===== src/rtl/prio_irq_pkg.sv =====
// Shared constants and types for the prioritized interrupt controller.
// Assumes at most 2**VEC_W sources; the address map is fixed by the constants below.
package prio_irq_pkg;
    localparam int SW_SRC    = 8;
    localparam int VEC_W     = 9;
    localparam int PRIO_W    = 4;
    localparam int REG_W     = 32;
    localparam int A_SW_BASE = 0;
    localparam int A_CUR     = 2;
    localparam int A_PRIO    = 4;

    typedef struct packed {
        logic              valid;
        logic [PRIO_W-1:0] prio;
        logic [VEC_W-1:0]  vec;
    } win_t;
endpackage


===== src/rtl/prio_irq_regs.sv =====
// Register file: software pending flags (set wins over clear), per-source
// priorities and the current priority. Read data is combinational on addr_i.
// Assumes ADDR_W can address A_PRIO + ceil(N_SRC/4) words.
module prio_irq_regs
    import prio_irq_pkg::*;
#(
    parameter int N_SRC  = 16,
    parameter int ADDR_W = 6
) (
    input  logic                          clk,
    input  logic                          rst_n,
    input  logic                          wr_en_i,
    input  logic [ADDR_W-1:0]             addr_i,
    input  logic [REG_W-1:0]              wr_data_i,
    output logic [REG_W-1:0]              rd_data_o,
    output logic [SW_SRC-1:0]             sw_flag_o,
    output logic [N_SRC-1:0][PRIO_W-1:0]  prio_o,
    output logic [PRIO_W-1:0]             cur_prio_o
);
    localparam int PRIO_WORDS = (N_SRC + 3) / 4;
    localparam int SW_WORDS   = SW_SRC / 4;

    logic [SW_SRC-1:0]            flag_q;
    logic [N_SRC-1:0][PRIO_W-1:0] prio_q;
    logic [PRIO_W-1:0]            cur_q;

    for (genvar s = 0; s < SW_SRC; s++) begin : g_flag
        localparam int BYTE = s % 4;
        logic hit;
        assign hit = wr_en_i && (addr_i == ADDR_W'(A_SW_BASE + s / 4));
        // Pending flag of one software source: SET beats CLR, zeros do nothing.
        always_ff @(posedge clk) begin
            if (!rst_n)                               flag_q[s] <= 1'b0;
            else if (hit && wr_data_i[BYTE*8 + 1])    flag_q[s] <= 1'b1;
            else if (hit && wr_data_i[BYTE*8])        flag_q[s] <= 1'b0;
        end
    end

    for (genvar s = 0; s < N_SRC; s++) begin : g_prio
        localparam int BYTE = s % 4;
        logic hit;
        assign hit = wr_en_i && (addr_i == ADDR_W'(A_PRIO + s / 4));
        // Priority of one source, low nibble of its byte.
        always_ff @(posedge clk) begin
            if (!rst_n)   prio_q[s] <= '0;
            else if (hit) prio_q[s] <= wr_data_i[BYTE*8 +: PRIO_W];
        end
    end

    // Current-priority register.
    always_ff @(posedge clk) begin
        if (!rst_n)                                          cur_q <= '0;
        else if (wr_en_i && addr_i == ADDR_W'(A_CUR))        cur_q <= wr_data_i[PRIO_W-1:0];
    end

    // Read mux over all words; unmapped bits read 0.
    always_comb begin
        rd_data_o = '0;
        for (int w = 0; w < SW_WORDS; w++)
            if (addr_i == ADDR_W'(A_SW_BASE + w))
                for (int b = 0; b < 4; b++) rd_data_o[b*8] = flag_q[w*4 + b];
        if (addr_i == ADDR_W'(A_CUR)) rd_data_o[PRIO_W-1:0] = cur_q;
        for (int w = 0; w < PRIO_WORDS; w++)
            if (addr_i == ADDR_W'(A_PRIO + w))
                for (int b = 0; b < 4; b++)
                    if (w*4 + b < N_SRC) rd_data_o[b*8 +: PRIO_W] = prio_q[w*4 + b];
    end

    assign sw_flag_o  = flag_q;
    assign prio_o     = prio_q;
    assign cur_prio_o = cur_q;


    sw_set_chk: assert property (@(posedge clk) disable iff (!rst_n)
        (wr_en_i && addr_i == ADDR_W'(A_SW_BASE) && wr_data_i[1]) |=> flag_q[0]);
endmodule


===== src/rtl/prio_irq_arb.sv =====
// Registered arbiter: picks the pending source with the largest priority,
// lowest index on ties; priority 0 never wins. One pipeline stage.
module prio_irq_arb
    import prio_irq_pkg::*;
#(
    parameter int N_SRC = 16
) (
    input  logic                          clk,
    input  logic                          rst_n,
    input  logic [N_SRC-1:0]              req_i,
    input  logic [N_SRC-1:0][PRIO_W-1:0]  prio_i,
    output win_t                          win_o
);
    win_t best;

    // Linear scan; strict compare keeps the lowest index on equal priority.
    always_comb begin
        best = '0;
        for (int i = 0; i < N_SRC; i++)
            if (req_i[i] && prio_i[i] > best.prio) begin
                best.prio = prio_i[i];
                best.vec  = VEC_W'(i);
            end
        best.valid = (best.prio != '0);
    end

    // Winner register.
    always_ff @(posedge clk) begin
        if (!rst_n) win_o <= '0;
        else        win_o <= best;
    end


    win_pending_chk: assert property (@(posedge clk) disable iff (!rst_n)
        win_o.valid |-> |($past(req_i) & (N_SRC'(1) << win_o.vec)));
endmodule


===== src/rtl/prio_irq_issue.sv =====
// Output stage: forwards the winner when it beats the current priority and
// keeps the vector fixed while the request is high (one-cycle gap on hand-over).
module prio_irq_issue
    import prio_irq_pkg::*;
(
    input  logic              clk,
    input  logic              rst_n,
    input  win_t              win_i,
    input  logic [PRIO_W-1:0] cur_prio_i,
    output logic              irq_o,
    output logic [VEC_W-1:0]  vec_o
);
    logic go;
    assign go = win_i.valid && (win_i.prio > cur_prio_i);

    // Request/vector register with hand-over gap.
    always_ff @(posedge clk) begin
        if (!rst_n) begin
            irq_o <= 1'b0;
            vec_o <= '0;
        end else if (irq_o && go && win_i.vec != vec_o) begin
            irq_o <= 1'b0;
        end else begin
            irq_o <= go;
            if (go) vec_o <= win_i.vec;
        end
    end


    vec_stable_chk: assert property (@(posedge clk) disable iff (!rst_n)
        (irq_o && $past(irq_o)) |-> $stable(vec_o));

    beats_cur_chk: assert property (@(posedge clk) disable iff (!rst_n)
        $rose(irq_o) |-> $past(win_i.prio > cur_prio_i));
endmodule


===== src/rtl/prio_irq_ctrl.sv =====
// Top: registers all requests (software flags low, peripherals above), then
// arbitration, then the output stage. Peripheral path 3 clocks, software 4.
module prio_irq_ctrl
    import prio_irq_pkg::*;
#(
    parameter int N_PERIPH = 8,
    parameter int ADDR_W   = 6
) (
    input  logic                clk,
    input  logic                rst_n,
    input  logic [N_PERIPH-1:0] periph_req_i,
    input  logic                wr_en_i,
    input  logic [ADDR_W-1:0]   addr_i,
    input  logic [31:0]         wr_data_i,
    output logic [31:0]         rd_data_o,
    output logic                irq_o,
    output logic [8:0]          irq_vec_o
);
    localparam int N_SRC = SW_SRC + N_PERIPH;

    logic [SW_SRC-1:0]            sw_flag;
    logic [N_SRC-1:0][PRIO_W-1:0] prio;
    logic [PRIO_W-1:0]            cur_prio;
    logic [N_SRC-1:0]             req_q;
    win_t                         win;

    prio_irq_regs #(.N_SRC(N_SRC), .ADDR_W(ADDR_W)) u_regs (
        .clk(clk), .rst_n(rst_n), .wr_en_i(wr_en_i), .addr_i(addr_i),
        .wr_data_i(wr_data_i), .rd_data_o(rd_data_o), .sw_flag_o(sw_flag),
        .prio_o(prio), .cur_prio_o(cur_prio)
    );

    // Request capture stage shared by both source kinds.
    always_ff @(posedge clk) begin
        if (!rst_n) req_q <= '0;
        else        req_q <= {periph_req_i, sw_flag};
    end

    prio_irq_arb #(.N_SRC(N_SRC)) u_arb (
        .clk(clk), .rst_n(rst_n), .req_i(req_q), .prio_i(prio), .win_o(win)
    );

    prio_irq_issue u_issue (
        .clk(clk), .rst_n(rst_n), .win_i(win), .cur_prio_i(cur_prio),
        .irq_o(irq_o), .vec_o(irq_vec_o)
    );


    req_pipe_chk: assert property (@(posedge clk) disable iff (!rst_n)
        $rose(irq_o) |-> $past(|req_q, 2));
endmodule


===== config.mk =====
export PLATFORM = sky130hd
export DESIGN_NAME = prio_irq_ctrl
export DESIGN_NICKNAME = d
export VERILOG_FILES = /design/src/rtl/prio_irq_pkg.sv /design/src/rtl/prio_irq_regs.sv /design/src/rtl/prio_irq_arb.sv /design/src/rtl/prio_irq_issue.sv /design/src/rtl/prio_irq_ctrl.sv
export SDC_FILE = /design/constraint.sdc
export NUM_CORES = 1
export LEC_CHECK = 0
export BUFFER_PORTS_ARGS = -buffer_cell sky130_fd_sc_hd__buf_2
export CAP_MARGIN = 20
export CORE_MARGIN = 2
export CORE_UTILIZATION = 25
export DETAILED_ROUTE_END_ITERATION = 16
export HOLD_SLACK_MARGIN = 0.05
export SKIP_LAST_GASP = 1
export SLEW_MARGIN = 5
export SYNTH_ARGS = -nofsm -noshare
export SYNTH_HDL_FRONTEND = slang
export SYNTH_SLANG_ARGS = --single-unit

===== constraint.sdc =====
create_clock -name clk -period 62.5 [get_ports clk]
set_clock_uncertainty 0.05 [all_clocks]
set_input_delay 3.125 -clock clk [delete_from_list [all_inputs] [get_ports clk]]
set_output_delay 3.125 -clock clk [all_outputs]
set_load 0.005 [all_outputs]

==> flow_summary.toml, run 1 <==
[place]
hpwl_um = 17800
dp_cells = 1368
place_congestion = 0.865
io_buffer_count = 53

[yosys]
synth_area_leader_cell = "dfxtp_1"
yosysUniqueCellTypes = 90
synth_area_leaders = "dfxtp_1 (28%), nand2_1 (10%), ha_1 (8.6%)"
ys.warnings.count = 0
ys_seq_elements = 106
ys.flop_type = "dfxtp_1"
synth-edff-count = 0
syn_area_mm2 = 0.00745
yosysSeqAreaShare_pct = 28.5
yosysMostFrequentCell = "nand2_1"
yosys.area.top_type_share_pct = 28.5
synthArstFlopShare_pct = 0
syn_inst = 962
syn_avg_cell_area_um2 = 7.74
synth_common_cells = "nand2_1 (198), dfxtp_1 (106), a21oi_1 (95), inv_1 (67), ha_1 (51)"

[clock_tree]
cts_tree = "built"
htree_num_levels = 3
clk_path_buf_depth = 2
clk_latency_ns = 0.36
hold_buffers = 0
cts_resized = 0
cts_setup_buffers = 0
ctsRootBufferMaster = "clkbuf_16"
cts_made_buffers = 9
clkTransAtPathRegs_ns = 0.07
cts.sinks = 106

[floorplan]
chipHeight_um = 177
die_x_um = 177
dieArea_mm2 = 0.0312
core-area_mm2 = 0.0295
ios = 91
start_util_pct = 25.3
num_rows = 63

[finish]
finalNetCount = 1090
area_delta_synth_final_pct = 11.1
utilization_pct = 28.1
drive_above_1_share_pct = 13.5
fin_cells = 1385
diodes = 0

[global_routing]
grt_pass1_wl_um = 36100
grt_overflow = 0
first_global_vias = 6482
antenna_found_initial = 0
grt_util_all_layers_pct = 14.9
grt_max_degree = 82

[routing]
first_iter_violations = 629
ant_nets = 0
wl_per_cell_um = 16.7
route.detailed.drc = 0
wl_um = 23100
firstDrtPassIters = 7
num_vias = 6958
via_per_inst = 5.02

[worst_setup_path]
r2r_slack_ns = 37.57
cp_max_fo = 11
critical_path_class = "reg -> reg"
crit_arrival_ns = 25.12
critical_path.startpoint_type = "flop"
worst_setup_path_end_kind = "flop"
cp_data_required_time_ns = 62.69
cp_slowest_stage_delay_ns = 0.72
worst-path-buf-inv = 11
crit_top_cell = "ha_1"
cp_slowest_cell = "a21oi_1"
cpLargestDelayFamily = "compound AO/OA/AOI/OAI gates"

[hold_path]
hold_path.class = "reg -> reg"

[timing]
max_freq_mhz = 40.1
relSlewSlack_pct = 26.1
finalCritPeriodShare_pct = 39.9
tns_ns = 0
final_hold_viol_count = 0
min_period_ns = 24.93
rsz0062_at_grt = "no"
setup_viol = 0
drv_slew = 0
tightest_slew_ns = 1.10

[pwr]
power_density_mw_per_mm2 = 16.1
leakagePower_nw = 3.18
ir_drop_mv = 0.0128

[status]
status = "complete, no violations"

[run]
max_cap_violations = 0
-- placed cells by master (no fill, tap or decap), types with 3 or more instances in the layout --
| master | Yosys | routed |
|---|---|---|
| nand4_1 | 6 | 6 |
| o21ai_0 | 23 | 23 |
| mux2_4 | 4 | 4 |
| xnor2_1 | 4 | 4 |
| a211oi_1 | 7 | 7 |
| nand2_1 | 198 | 198 |
| o211a_1 | 5 | 5 |
| and2_1 | 28 | 28 |
| nor2b_1 | 6 | 6 |
| ha_1 | 51 | 51 |
| a21oi_1 | 95 | 95 |
| o31ai_1 | 4 | 4 |
| inv_1 | 67 | 67 |
| nor2_1 | 50 | 50 |
| dfxtp_1 | 106 | 106 |
| buf_4 | 21 | 4 |
| o21ai_1 | 4 | 4 |
| nand2b_1 | 8 | 8 |
| buf_2 | 1 | 53 |
| a21o_1 | 18 | 18 |
| o211ai_1 | 8 | 8 |
| nor3_1 | 13 | 13 |
| a31oi_1 | 10 | 10 |
| a22o_1 | 4 | 4 |
| a31o_2 | 3 | 3 |
| o211ai_2 | 4 | 4 |
| nand3_1 | 19 | 19 |
| a31o_1 | 3 | 3 |
| clkbuf_16 | 0 | 9 |
| mux4_2 | 3 | 3 |
| and3_1 | 9 | 9 |
| a222oi_1 | 3 | 3 |
| conb_1 | 1 | 21 |
| o21a_1 | 14 | 14 |
| mux2i_1 | 16 | 16 |
| xor2_1 | 5 | 5 |
| mux2_2 | 16 | 16 |
| o31a_1 | 3 | 3 |
| a22oi_1 | 25 | 25 |
-- final cells by class --
class | instances | area (um^2)
Fill cell | 3232 | 21200
Timing Repair Buffer | 57 | 295
Clock buffer | 13 | 260
Tap cell | 390 | 488
Sequential cell | 106 | 2120
Inverter | 69 | 259
Clock inverter | 3 | 23.8
Multi-Input combinational cell | 747 | 4830
-- per-stage QoR --
step	total power, mW	setup WS [ns]	hold slack (ns)	cell area, um^2
5_1_grt	0.137	35.42	0.460	8280
4_1_cts	0.134	37.64	0.436	8270
3_5_place_dp	0.0787	37.76	0.426	7990
3_3_place_gp	0.0786	38.09	0.419	7990
2_1_floorplan	0.0756	40.99	0.394	7520
6_report	0.133	37.57	0.436	8280
-- flip-flops by register name, summed over array words and instances (netlist names) --
register and cells:
u_issue.irq_o 1, u_regs.sw_flag_o 8, u_regs.prio_o 64, u_issue.vec_o 4
u_arb.win_o 9, req_q 16, u_regs.cur_prio_o 4
-- logic make-up after synthesis --
| logic type | after synthesis | synth area share (%) |
|---|---|---|
| AND/OR/NAND/NOR | 353 | 21.6 |
| AO/OA/AOI/OAI | 269 | 25.4 |
| buffers and inverters | 129 | 7.68 |
| flip-flops | 106 | 28.5 |
| adder cells (fa/ha/maj) | 52 | 8.72 |
| multiplexers | 42 | 6.80 |
| XOR/XNOR | 10 | 1.28 |
| other | 1 | 0.0503 |
-- routing by layer --
metal / track usage (%) / wire length, um
met5: 0 / 0
met4: 4.75 / 568
met3: 2.43 / 1510
met2: 24.8 / 10800
met1: 19.6 / 10200
-- power breakdown --
group	leakage [nW]	internal (mW)	switching [mW]
logic	2.19	0.00264	0.00583
clock network	0.132	0.0294	0.0264
registers	0.856	0.0681	0.000632
-- path summary, 6_finish.rpt --
kind,start,endpoint,cells after the start
worst min register to register,u_regs.prio_o[0],u_regs.prio_o[0],2
worst max-delay path,req_q[0],u_arb.win_o[3],109
worst max register to register,req_q[0],u_arb.win_o[3],109
worst min-delay path,u_regs.prio_o[0],u_regs.prio_o[0],2
-- worst min-delay path: stages (launching register included) --
cell,delay (ns)
dfxtp_1,0.33
nand2_1,0.06
a21oi_1,0.05
(Power assumes the default switching activity.)
==> run 2, diff against run 1 <==
--- a/config.mk
+++ b/config.mk
@@ -5,6 +5,7 @@
 export SDC_FILE = /design/constraint.sdc
 export NUM_CORES = 1
 export LEC_CHECK = 0
+export ABC_AREA = 1
 export BUFFER_PORTS_ARGS = -buffer_cell sky130_fd_sc_hd__buf_2
 export CAP_MARGIN = 20
 export CORE_MARGIN = 2
==> constraint.sdc (replaced) <==
create_clock -name clk -period 20.6 [get_ports clk]
set_clock_uncertainty 0.05 [all_clocks]
set_input_delay 1.03 -clock clk [delete_from_list [all_inputs] [get_ports clk]]
set_output_delay 1.03 -clock clk [all_outputs]
set_load 0.005 [all_outputs]
==> flow_summary.toml, run 2 <==
[status]
status = "complete, no violations"

[worst_setup_path]
r2r_end = "u_arb.win_o[3]"
rr_worst_depth = 127
cp_slowest_stage_delay_ns = 0.40
r2r_slack_ns = 3.60
critical_path.startpoint_type = "flop"
rr_startpoint = "u_regs.prio_o[1]"
critical_path_class = "reg -> reg"
cp_data_required_time_ns = 20.80
cp_slowest_cell = "dfxtp_1"
worst_setup_path_end_kind = "flop"
crit_top_cell = "nand2_1"
cp_max_fo = 11
crit_arrival_ns = 17.19

[floorplan]
num_rows = 62
die_x_um = 175
chipHeight_um = 175
ios = 91
core-area_mm2 = 0.0288
start_util_pct = 25.5
dieArea_mm2 = 0.0307

[global_routing]
grt_util_all_layers_pct = 14.3
first_global_vias = 6200
grt_overflow = 0
grt_max_degree = 94
grt_pass1_wl_um = 34200
antenna_found_initial = 1

[timing]
final_hold_viol_count = 0
rsz0062_at_grt = "no"
min_period_ns = 17.00
drv_slew = 0
tns_ns = 0
setup_viol = 0
tightest_slew_ns = 0.919
finalCritPeriodShare_pct = 82.5
max_freq_mhz = 58.8
relSlewSlack_pct = 38.6

[clock_tree]
clk_latency_ns = 0.36
hold_buffers = 0
clk_path_buf_depth = 2
cts_made_buffers = 9
cts_resized = 0
cts_tree = "built"
ctsRootBufferMaster = "clkbuf_16"
clkTransAtPathRegs_ns = 0.08
htree_num_levels = 3
cts_setup_buffers = 0
cts.sinks = 106

[hold_path]
hold_path.class = "reg -> reg"
min_to = "req_q[0]"
hold_start = "u_regs.sw_flag_o[0]"
min_path_cells = 2

[finish]
mostFrequentLayoutCell = "nand2_1"
finalNetCount = 1186
utilization_pct = 28.4
area_delta_synth_final_pct = 11.6
drive_above_1_share_pct = 16.1
mostFrequentLayoutCells = "nand2_1 (180), inv_1 (156), o21ai_0 (127), dfxtp_1 (106), nor2_1 (68)"
largest_reg_flops = 64
diodes = 0

[yosys]
ys.flop_type = "dfxtp_1"
synth-edff-count = 0
ys.warnings.count = 0
yosysMostFrequentCell = "nand2_1"
ys_seq_elements = 106
yosysUniqueCellTypes = 37
yosysSeqAreaShare_pct = 29.0
synth_common_cells = "nand2_1 (180), inv_1 (156), o21ai_0 (127), dfxtp_1 (106), nor2_1 (68)"
syn_avg_cell_area_um2 = 7.01
synth_area_leaders = "dfxtp_1 (29%), nand2_1 (9.2%), ha_1 (8.7%)"
syn_area_mm2 = 0.00733
syn_inst = 1045
yosys.area.top_type_share_pct = 29.0
synthArstFlopShare_pct = 0
synth_area_leader_cell = "dfxtp_1"

[routing]
ant_nets = 0
wl_um = 21700
via_per_inst = 4.61
firstDrtPassIters = 5
wl_per_cell_um = 14.7
route.detailed.drc = 0
num_vias = 6801
first_iter_violations = 584

[pwr]
ir_drop_mv = 0.0349
p_total_mw = 0.474
power_density_mw_per_mm2 = 58.0
leakagePower_nw = 3.96

[place]
place_congestion = 0.897
hpwl_um = 17200
io_buffer_count = 53

[run]
max_cap_violations = 0
[run 2: cell families after synthesis]
family	Yosys count	synth area share, %
buffers and inverters	210	12.5
and+or+nand+nor	423	30.1
xor gates and xnor gates	4	0.478
DFF	106	29.0
AOI/OAI and AO/OA	250	19.2
other	1	0.0512
adders and majority gates	51	8.71
[run 2: worst max-delay path by stage]
| stage | from | endpoint | slack (ns) | cells after the start |
|---|---|---|---|---|
| finish | u_regs.prio_o[1] | u_arb.win_o[3] | 3.60 | 127 |
| global route | u_regs.prio_o[3] | u_arb.win_o[3] | 1.56 | 127 |
| CTS | u_regs.prio_o[1] | u_arb.win_o[3] | 3.57 | 127 |
| detailed placement | u_regs.prio_o[1] | u_arb.win_o[3] | 3.69 | 127 |
| global placement | u_regs.prio_o[1] | u_arb.win_o[3] | 3.72 | 127 |
| floorplan | u_regs.prio_o[0] | u_arb.win_o[3] | 5.43 | 133 |
[run 2: area by class of cell]
cell class | count | area [um^2]
clock buffer | 9 | 225
fill | 3156 | 20600
tap | 384 | 480
sequential | 106 | 2120
timing repair buffer | 60 | 318
clock inverter | 6 | 56.3
multi-input combinational | 749 | 4370
inverter | 160 | 601
[run 2: worst max-delay path: cells and delay by family, from the launching register on]
kind,cells,cell delay [ns]
DFF,1,0.40
and+or+nand+nor,65,7.04
adders and majority gates,15,4.68
AOI/OAI and AO/OA,29,3.77
buffers and inverters,18,0.95
[run 2: through the flow]
| stage | hold WS, ns | area (um^2) | instances | setup WS (ns) |
|---|---|---|---|---|
| finish | 0.393 | 8180 | 1474 | 3.60 |
| global placement | 0.377 | 7890 | 1458 | 3.72 |
| floorplan | 0.366 | 7400 | 1065 | 5.43 |
| CTS | 0.392 | 8170 | 1473 | 3.57 |
| global route | 0.416 | 8180 | 1474 | 1.56 |
| detailed placement | 0.381 | 7890 | 1458 | 3.69 |
[run 2: routing by layer]
| layer | vias up | part of all wire [%] | global-route usage, % |
|---|---|---|---|
| met3 | 36 | 6.2 | 3.29 |
| met2 | 195 | 44 | 22.5 |
| met4 | 0 | 2.8 | 4.51 |
| li1 | 3483 | - | - |
| met1 | 3087 | 47 | 19.2 |
| met5 | - | 0 | 0 |
[run 2: where the power goes]
part	internal, mW	switching, mW	leakage [nW]	total [mW]
registers	0.212	0.00477	0.858	0.217
clock network	0.0844	0.0878	0.136	0.172
logic	0.0303	0.0544	2.97	0.0847
==> run 3, diff against run 2 <==
==> constraint.sdc (replaced) <==
create_clock -name clk -period 17.4 [get_ports clk]
set_clock_uncertainty 0.05 [all_clocks]
set_input_delay 0.87 -clock clk [delete_from_list [all_inputs] [get_ports clk]]
set_output_delay 0.87 -clock clk [all_outputs]
set_load 0.005 [all_outputs]
==> flow_summary.toml, run 3 (same netlist as run 2, synthesis figures left out) <==
[pwr]
ir_drop_mv = 0.0484
power_density_mw_per_mm2 = 67.9
leakagePower_nw = 4.07
p_switching_mw = 0.179
p_total_mw = 0.571
p_seq_share_pct = 45.0
switching_share_pct = 31.3
intPower_mw = 0.392
combPwrFrac_pct = 19.1
clkPwrFrac_pct = 35.9

[place]
hpwl_um = 17300
place_congestion = 0.895
io_buffer_count = 53
placed_area_mm2 = 0.00788

[global_routing]
grt_pass1_wl_um = 34800
met2_usage_pct = 23.5
top_usage_layer = "met2"
grt_overflow = 0
grt_max_degree = 94
grt_use_met3_pct = 2.42
met1_usage_pct = 19.6
grt_util_all_layers_pct = 14.5
first_global_vias = 6419
antenna_found_initial = 0

[routing]
via_per_inst = 4.70
wl_per_cell_um = 15.0
firstDrtPassIters = 5
ant_nets = 0
first_iter_violations = 477
route.detailed.drc = 0
wl_um = 22400
num_vias = 7020

[timing]
finalCritPeriodShare_pct = 92.4
min_period_ns = 16.07
tightest_slew_ns = 1.01
whs_ns = 0.393
setup_viol = 0
relSlewSlack_pct = 32.5
drv_slew = 0
max_freq_mhz = 62.2
tns_ns = 0
final_hold_viol_count = 0

[finish]
area_delta_synth_final_pct = 14.8
diodes = 0
n_fill_cell = 3146
drive_above_1_share_pct = 18.7
seq_area_mm2 = 0.00212
finalNetCount = 1206
mostFrequentLayoutCells = "nand2_1 (175), inv_1 (155), o21ai_0 (108), dfxtp_1 (104), nor2_1 (66)"
mostFrequentLayoutCell = "nand2_1"
largest_reg_flops = 64
utilization_pct = 29.2
fin_area_mm2 = 0.00841
multi_input_area_mm2 = 0.00445

[floorplan]
dieArea_mm2 = 0.0307
num_rows = 62
chipHeight_um = 175
ios = 91
die_x_um = 175
start_util_pct = 25.5
core-area_mm2 = 0.0288

[worst_setup_path]
critical_path.startpoint_type = "flop"
cp_slowest_cell = "dfxtp_1"
worst_setup_path_end_kind = "flop"
cp_slowest_stage_delay_ns = 0.33
crit_arrival_ns = 16.27
cp_data_required_time_ns = 17.60
cp_max_fo = 10
critical_path_class = "reg -> reg"

[clock_tree]
clk_latency_ns = 0.36
clkTransAtPathRegs_ns = 0.08
ctsRootBufferMaster = "clkbuf_16"
cts_tree = "built"
cts_made_buffers = 9
cts.sinks = 106
clk_path_buf_depth = 2
htree_num_levels = 3

[status]
status = "complete, no violations"

[hold_path]
hold_path.class = "reg -> reg"

[run]
max_cap_violations = 0
[run 3: changes by cell type in the layout (fill, tap and decap cells not counted), sizes merged]
cell | before | now
inv | 162 | 161
clkbuf | 9 | 10
buf | 60 | 80
clkinv | 3 | 4
[run 3: final cells by class]
class	count	area share, %
Clock buffer	10	2.72
Clock inverter	6	0.699
Inverter	160	7.17
Multi-Input combinational cell	749	52.9
Sequential cell	106	25.3
Tap cell	384	5.71
Timing Repair Buffer	80	5.56
[run 3: timing repair]
| action | CTS | global route |
|---|---|---|
| resized for setup | 0 | 40 |
| setup endpoints to repair | 0 | 9 |
| hold buffers | 0 | 0 |
| setup buffers | 0 | 21 |
[run 3: path summary, 6_finish.rpt]
| check | startpoint | end | slack (ns) | cells past startpoint |
|---|---|---|---|---|
| hold / removal | u_regs.sw_flag_o[0] | req_q[0] | 0.39 | 2 |
| hold reg to reg | u_regs.sw_flag_o[0] | req_q[0] | 0.39 | 2 |
| setup / recovery | u_regs.prio_o[3] | u_arb.win_o[13] | 1.33 | 129 |
| setup reg to reg | u_regs.prio_o[3] | u_arb.win_o[13] | 1.33 | 129 |
[run 3: worst max-delay path: cells and delay by family (launching register included)]
kind / cells / cell delay (ns)
AOI/OAI and AO/OA: 28 / 3.32
adders and majority gates: 15 / 4.59
buffers and inverters: 17 / 0.86
DFF: 1 / 0.33
and+or+nand+nor: 69 / 6.75
[run 3: layer usage]
layer	share of wire [%]	wire length (um)
met5	0	0
met2	45	10100
met4	3.3	739
met3	5.4	1210
met1	46	10400
[run 3: stage by stage]
stage          std cells  setup slack, ns
2_1_floorplan       1065             2.23
3_3_place_gp        1457            0.531
3_5_place_dp        1457            0.328
4_1_cts             1473            0.227
5_1_grt             1495           -0.143
6_report            1495             1.33
[run 3: power groups by stage]
| stage | Clock (mW) | Combinational, mW | Sequential, mW |
|---|---|---|---|
| 6_report | 0.205 | 0.109 | 0.257 |
| 2_1_floorplan | 0 | 0.0786 | 0.261 |
| 5_1_grt | 0.221 | 0.124 | 0.258 |
| 4_1_cts | 0.211 | 0.101 | 0.257 |
| 3_3_place_gp | 0 | 0.0989 | 0.262 |
| 3_5_place_dp | 0 | 0.100 | 0.263 |
